===== src/rtl/timer_oc_pkg.sv =====
`timescale 1ns/1ps
package timer_oc_pkg;
    localparam int NCH    = 8;
    localparam int DW     = 16;
    localparam int AW     = 4;
    localparam int LOWCH  = NCH - 1;
    localparam int ACT_W  = 2 * LOWCH;

    localparam logic [AW-1:0] A_SEL   = 4'h8;
    localparam logic [AW-1:0] A_DIS   = 4'h9;
    localparam logic [AW-1:0] A_TOV   = 4'hA;
    localparam logic [AW-1:0] A_MASK  = 4'hB;
    localparam logic [AW-1:0] A_DATA  = 4'hC;
    localparam logic [AW-1:0] A_ACTLO = 4'hD;
    localparam logic [AW-1:0] A_ACTHI = 4'hE;

    typedef enum logic [1:0] {
        ACT_NONE   = 2'b00,
        ACT_TOGGLE = 2'b01,
        ACT_CLEAR  = 2'b10,
        ACT_SET    = 2'b11
    } oc_act_e;

    typedef struct packed {
        logic [NCH-1:0]   sel;
        logic [NCH-1:0]   dis;
        logic [NCH-1:0]   tov;
        logic [NCH-1:0]   mask;
        logic [NCH-1:0]   data;
        logic [ACT_W-1:0] act;
    } oc_cfg_t;

    function automatic logic apply_act(oc_act_e a, logic cur);
        case (a)
            ACT_TOGGLE: return ~cur;
            ACT_CLEAR:  return 1'b0;
            ACT_SET:    return 1'b1;
            default:    return cur;
        endcase
    endfunction
endpackage


===== src/rtl/oc_counter.sv =====
`timescale 1ns/1ps
module oc_counter #(
    parameter int CW = 16
) (
    input  logic          clk,
    input  logic          rst_n,
    input  logic          tick,
    output logic [CW-1:0] cnt,
    output logic [CW-1:0] cnt_nx,
    output logic          ovf
);
    typedef struct packed {
        logic [CW-1:0] cnt;
    } cst_t;

    cst_t st_d, st_q;

    always_comb begin
        st_d   = st_q;
        cnt_nx = st_q.cnt + CW'(1);
        if (tick) st_d.cnt = cnt_nx;
    end

    always_ff @(posedge clk or negedge rst_n) begin
        if (!rst_n) st_q <= '0;
        else        st_q <= st_d;
    end

    assign cnt = st_q.cnt;
    assign ovf = tick & (&st_q.cnt);
endmodule


===== src/rtl/oc_regs.sv =====
`timescale 1ns/1ps
module oc_regs
    import timer_oc_pkg::*;
#(
    parameter int CW         = 16,
    parameter bit HAS_MASTER = 1'b1
) (
    input  logic                   clk,
    input  logic                   rst_n,
    input  logic [AW-1:0]          addr,
    input  logic [DW-1:0]          wdata,
    input  logic                   wr,
    output logic [DW-1:0]          rdata,
    output oc_cfg_t                cfg,
    output logic [NCH-1:0][CW-1:0] cmp
);
    localparam int IDX_W = $clog2(NCH);
    localparam int HI_W  = ACT_W - 8;

    typedef struct packed {
        logic [NCH-1:0][CW-1:0] cmp;
        oc_cfg_t                cfg;
    } rst_t;

    rst_t st_d, st_q;

    always_comb begin
        st_d = st_q;
        if (wr) begin
            if (!addr[AW-1]) begin
                st_d.cmp[addr[IDX_W-1:0]] = wdata[CW-1:0];
            end else begin
                case (addr)
                    A_SEL:   st_d.cfg.sel = wdata[NCH-1:0];
                    A_DIS:   st_d.cfg.dis = wdata[NCH-1:0];
                    A_TOV:   st_d.cfg.tov = wdata[NCH-1:0];
                    A_MASK:  if (HAS_MASTER) st_d.cfg.mask = wdata[NCH-1:0];
                    A_DATA:  if (HAS_MASTER) st_d.cfg.data = wdata[NCH-1:0];
                    A_ACTLO: st_d.cfg.act[7:0] = wdata[7:0];
                    A_ACTHI: st_d.cfg.act[ACT_W-1:8] = wdata[HI_W-1:0];
                    default: ;
                endcase
            end
        end
    end

    always_comb begin
        rdata = '0;
        if (!addr[AW-1]) begin
            rdata = DW'(st_q.cmp[addr[IDX_W-1:0]]);
        end else begin
            case (addr)
                A_SEL:   rdata = DW'(st_q.cfg.sel);
                A_DIS:   rdata = DW'(st_q.cfg.dis);
                A_TOV:   rdata = DW'(st_q.cfg.tov);
                A_MASK:  rdata = DW'(st_q.cfg.mask);
                A_DATA:  rdata = DW'(st_q.cfg.data);
                A_ACTLO: rdata = DW'(st_q.cfg.act[7:0]);
                A_ACTHI: rdata = DW'(st_q.cfg.act[ACT_W-1:8]);
                default: rdata = '0;
            endcase
        end
    end

    always_ff @(posedge clk or negedge rst_n) begin
        if (!rst_n) st_q <= '0;
        else        st_q <= st_d;
    end

    assign cfg = st_q.cfg;
    assign cmp = st_q.cmp;
endmodule


===== src/rtl/oc_match.sv =====
`timescale 1ns/1ps
module oc_match
    import timer_oc_pkg::*;
#(
    parameter int CW = 16
) (
    input  logic                   tick,
    input  logic [CW-1:0]          cnt_nx,
    input  logic [NCH-1:0][CW-1:0] cmp,
    output logic [NCH-1:0]         match
);
    for (genvar g = 0; g < NCH; g++) begin : g_ch
        assign match[g] = tick && (cnt_nx == cmp[g]);
    end
endmodule


===== src/rtl/oc_pins.sv =====
`timescale 1ns/1ps
module oc_pins
    import timer_oc_pkg::*;
#(
    parameter bit HAS_MASTER = 1'b1
) (
    input  logic           clk,
    input  logic           rst_n,
    input  logic [NCH-1:0] match,
    input  logic           ovf,
    input  oc_cfg_t        cfg,
    output logic [NCH-1:0] pins,
    output logic [NCH-1:0] conn,
    output logic           ev7
);
    typedef struct packed {
        logic [NCH-1:0] pin;
    } pst_t;

    pst_t st_d, st_q;

    always_comb begin
        logic nxt;
        st_d = st_q;
        conn = cfg.sel & ~cfg.dis;
        ev7  = HAS_MASTER && (match[NCH-1] || (ovf && cfg.tov[NCH-1]));
        for (int i = 0; i < LOWCH; i++) begin
            nxt = st_q.pin[i];
            if (ovf && cfg.tov[i]) nxt = ~st_q.pin[i];
            if (match[i])          nxt = apply_act(oc_act_e'(cfg.act[2*i +: 2]), st_q.pin[i]);
            if (ev7 && cfg.mask[i]) nxt = cfg.data[i];
            if (conn[i])           st_d.pin[i] = nxt;
        end
        if (ev7 && cfg.mask[NCH-1] && conn[NCH-1]) st_d.pin[NCH-1] = cfg.data[NCH-1];
    end

    always_ff @(posedge clk or negedge rst_n) begin
        if (!rst_n) st_q <= '0;
        else        st_q <= st_d;
    end

    assign pins = st_q.pin;
endmodule


===== src/rtl/timer_oc.sv =====
`timescale 1ns/1ps
module timer_oc
    import timer_oc_pkg::*;
#(
    parameter int CNT_W      = 16,
    parameter bit HAS_MASTER = 1'b1
) (
    input  logic          clk,
    input  logic          rst_n,
    input  logic          tmr_en,
    input  logic [3:0]    bus_addr,
    input  logic [15:0]   bus_wdata,
    input  logic          bus_wr,
    output logic [15:0]   bus_rdata,
    output logic [7:0]    oc_pin
);
    logic [CNT_W-1:0]          cnt_w;
    logic [CNT_W-1:0]          cnt_nx_w;
    logic                      ovf_w;
    logic [NCH-1:0][CNT_W-1:0] cmp_w;
    logic [NCH-1:0]            match_w;
    logic [NCH-1:0]            conn_w;
    logic                      ev7_w;
    oc_cfg_t                   cfg_w;

    oc_counter #(.CW(CNT_W)) u_cnt (
        .clk    (clk),
        .rst_n  (rst_n),
        .tick   (tmr_en),
        .cnt    (cnt_w),
        .cnt_nx (cnt_nx_w),
        .ovf    (ovf_w)
    );

    oc_regs #(.CW(CNT_W), .HAS_MASTER(HAS_MASTER)) u_regs (
        .clk   (clk),
        .rst_n (rst_n),
        .addr  (bus_addr),
        .wdata (bus_wdata),
        .wr    (bus_wr),
        .rdata (bus_rdata),
        .cfg   (cfg_w),
        .cmp   (cmp_w)
    );

    oc_match #(.CW(CNT_W)) u_match (
        .tick   (tmr_en),
        .cnt_nx (cnt_nx_w),
        .cmp    (cmp_w),
        .match  (match_w)
    );

    oc_pins #(.HAS_MASTER(HAS_MASTER)) u_pins (
        .clk   (clk),
        .rst_n (rst_n),
        .match (match_w),
        .ovf   (ovf_w),
        .cfg   (cfg_w),
        .pins  (oc_pin),
        .conn  (conn_w),
        .ev7   (ev7_w)
    );
endmodule


===== config.mk =====
export PLATFORM = sky130hd
export DESIGN_NAME = timer_oc
export DESIGN_NICKNAME = d
export VERILOG_FILES = /design/src/rtl/timer_oc_pkg.sv /design/src/rtl/oc_counter.sv /design/src/rtl/oc_regs.sv /design/src/rtl/oc_match.sv /design/src/rtl/oc_pins.sv /design/src/rtl/timer_oc.sv
export SDC_FILE = /design/constraint.sdc
export NUM_CORES = 1
export LEC_CHECK = 0
export ABC_CLOCK_PERIOD_IN_PS = 5210
export BUFFER_PORTS_ARGS = -buffer_cell sky130_fd_sc_hd__buf_2
export CORE_MARGIN = 4
export CORE_UTILIZATION = 52
export DETAILED_ROUTE_END_ITERATION = 7
export HOLD_SLACK_MARGIN = 0.02
export PLACE_DENSITY_LB_ADDON = 0.3
export SYNTH_ARGS = -nofsm -noshare
export SYNTH_HDL_FRONTEND = slang
export SYNTH_SLANG_ARGS = --single-unit

===== constraint.sdc =====
create_clock -name clk -period 5.21 [get_ports clk]
set_input_delay 1.042 -clock clk [delete_from_list [all_inputs] [get_ports clk]]
set_output_delay 1.042 -clock clk [all_outputs]
set_load 0.1 [all_outputs]

==> results.txt <==
- After the first detailed-routing iteration, the DRC count stood at 1105.
- Synth Instances: roughly 1200
- Clock-pin transition on the worst setup and hold timing paths: about 0.060 ns
- For this run, design rule violations remaining after detail routing come to 0.
* Ports placed on the boundary: 48
- Highest clock rate: about 0.22 GHz
* Antenna violations before repair: 1
* Net count of the mapped netlist: ~1200
- Area of the multi-input gates: ~7500 um2
* Netlist cell types: 87
- At the end of the flow, the number of nets in the layout was roughly 1200.
- The analysis attributes to cell leakage a power of between 0.005 and 0.006 uW.
- STA classifies the critical path endpoint as a register.
- Yosys printed 0 warnings.
- On the worst path, the slowest cell contributes a delay of about 0.76 ns.
- In the routed layout, each cell is associated on average with a via count of around 6.6.
* Worst VDD drop: approximately 0.33 mV
* Most frequent cells in the layout: dfrtp_1, mux2_2, xnor2_1
- Depth of the CTS H-tree: 1
- FP Rows: 57
* Via count of the first global-routing pass: 9862
* TritonCTS clock tree: built
- Critical path data required time: around 5.6 ns
* Clock buffer depth: 3
- Share of cells above drive strength 1: around 29%
* Buf/Inv on CP: 0
- Total power divided by cell area: approximately 440 nW/um2
- The biggest area contributor in the post-synthesis netlist is dfrtp_1.
- Input and output buffers added on the ports amount to between 40 and 50.
- Slowest stage cell, crit path: nor3_2
- Worst hold margin: about 0.53 ns
- Least-Margin Pin Slew: 1.143 ns
- Number of nets still failing antenna checks after routing: 0
- Average wire per standard cell: about 27 um
- P&R area growth vs syn: 9.161%
- Worst Hold Class: register to register
* Post-synth top area share: between 30% and 40%
- For this run, the leading register cell type out of synthesis is dfrtp_1.
* Detail Placement HPWL: slightly below 30000 um
* Cell Area, Synth: approximately 13000 um2
- The clock period could shrink to between 4 and 5 ns.
- Post-Synthesis Mean Instance Area: 11.11 um2
- Post-CTS timing repair inserted 0 buffers for setup.
- For this design, the sink count on the clock tree is about 210.
* Share of async-settable or async-resettable flops after synthesis: between 90% and 100%
- The first global-routing pass estimated between 60000 and 70000 um of wire.
- After routing, the total negative slack on setup checks comes to 0 ns.
* Seq/Total Area, Yosys: between 30% and 40%
- Unrepaired setup endpoints after global routing: no
* Count of state elements after synthesis: roughly 210
- Number of instances resized during post-cts repair: 0
- Clock latency at the later pin of the worst-skew pair: a little over 0.5 ns
- Setup violations remaining at the end of the flow were counted as 0.
- TritonCTS Buffers: 23
- Rel. slew slack: around a quarter
* Cell-by-cell listing of the critical path: ha_1, nand3_2, nor3_2, xor2_1, a2111oi_2, nand4_1, o21ai_2, nand2_1, a211o_1, o21a_1
- Detailed-route wire length: ~41000 um
- Entering global routing, the biggest net connects roughly 120 pins.
- Starting Density: a little over half
- Sort of element at the start of the critical path: register
- By area the synthesized netlist is led by dfrtp_1, mux2_2, mux4_2.
- STA puts the critical path data arrival time at approximately 5 ns.
* Vias: ~10000
- Number of enable flip-flop cells after synthesis: 0
- Total of hold buffers inserted after clock tree synthesis: 0
- For this run, the detailed router's first-pass iteration total came to 7.
- After layout, the worst path uses about nine tenths of the clock period.
- Max-cap violations in this run came to 0.
* Chip Width: about 170 um
* Seq. cell area: roughly 5200 um2
- Vertical die dimension: 166.5 um
- Across the routed clock network, the largest skew measured is between 0.009 and 0.01 ns.
- Fin util: slightly below 60%
- Number of inserted diodes: 0
- Final weighted congestion of routability-driven global placement: roughly 1.0
- The final-report hold violation count came to 0.
- Cell family with most CP delay: simple AND/OR/NAND/NOR gates
- Clk Tree Root Cell: clkbuf_16
- Fill cells in the final layout number between 2000 and 2500.
- The core region is approximately 25000 um2.
- DIE AREA: ~28000 um2
- Aggregate global routing overflow: 0
- The library cell used most frequently in the layout, excluding fill and tap cells, is dfrtp_1.
- Of all nets on the critical path, the largest fanout is 15.
- Classification of the worst setup path: register to register
- The number of max-slew violations in the final report is 0.
- Outcome: finished, final reports clean
* Tot GR Track Use: between 20 and 30%
## report_power, final
group	leakage [uW]	switching, uW	internal [uW]
clock network	0.000352	640	925
logic	0.00295	1230	990
registers	0.00255	538	1960
## metrics by stage
stage / instances / setup WS (ns) / area [um2] / total power, uW
finish: 1522 / 0.6100 / 14270 / 6283
global route: 1522 / 0.3781 / 14270 / 6565
CTS: 1522 / 0.6938 / 14270 / 6266
detailed placement: 1485 / 0.7176 / 13560 / 4691
global placement: 1485 / 0.8805 / 13560 / 4648
floorplan: 1177 / 0.2539 / 13070 / 4007
## layout make-up
type | instances | share of cell area [%]
Tap cell | 324 | 2.841
Inverter | 25 | 0.6577
Timing Repair Buffer | 68 | 2.902
Sequential cell | 206 | 36.13
Clock buffer | 33 | 4.647
Multi-Input combinational cell | 862 | 52.48
Clock inverter | 4 | 0.3420
## cell families (layout without fill, tap and decap cells)
logic type,count (synthesis),after routing,synth area share (%)
adders and majority gates,6,6,0.5552
buffers and inverters,109,130,3.350
xor gates and xnor gates,141,141,10.25
and+or+nand+nor,286,286,12.27
AOI/OAI and AO/OA,187,187,10.43
muxes,242,242,23.70
DFF,206,206,39.44
## layer usage
layer	share of wire, %	GRT usage, %	vias up
met5	0.032	0	-
met4	3.2	8.253	2
met3	8.9	7.229	70
met2	45	43.73	457
met1	43	40.96	5125
li1	-	-	4358
## path summary, 6_finish.rpt
path	from	endpoint	slack, ns	depth (start not counted)
worst max-delay path	u_cnt.cnt[0]	u_pins.pins[1]	0.61	10
worst min-delay path	u_regs.cfg[21]	u_pins.pins[7]	0.53	1
worst max register to register	u_cnt.cnt[0]	u_pins.pins[1]	0.61	10
worst min register to register	u_regs.cfg[21]	u_pins.pins[7]	0.53	1
max in group asynchronous	rst_n	u_regs.cfg[5]	3.58	2
min in group asynchronous	rst_n	u_regs.cmp[106]	0.54	1
## state kept, by name (all words and copies together), names as in the netlist
name         count
u_cnt.cnt       16
u_pins.pins      8
u_regs.cfg      54
u_regs.cmp     128
## cell usage after synthesis, drive strengths merged, types with 17 or more instances
library cell / count
dfrtp: 206
mux2: 180
xnor2: 85
nand2: 76
clkbuf: 54
xor2: 50
nor2: 45
o21ai: 40
mux4: 36
a21oi: 31
buf: 30
nand3: 27
mux2i: 26
inv: 25
nand4: 20
nand2b: 17
nor3: 17
## worst register-to-register path, delay by kind of cell, from the launching register on
family	cells	cell delay (ns)
flip-flops	1	0.69
AO/OA/AOI/OAI	4	1.42
AND/OR/NAND/NOR	4	1.60
XOR/XNOR	1	0.17
adder cells (fa/ha/maj)	1	0.60
Note: power is estimated with default switching activity, not from simulation.
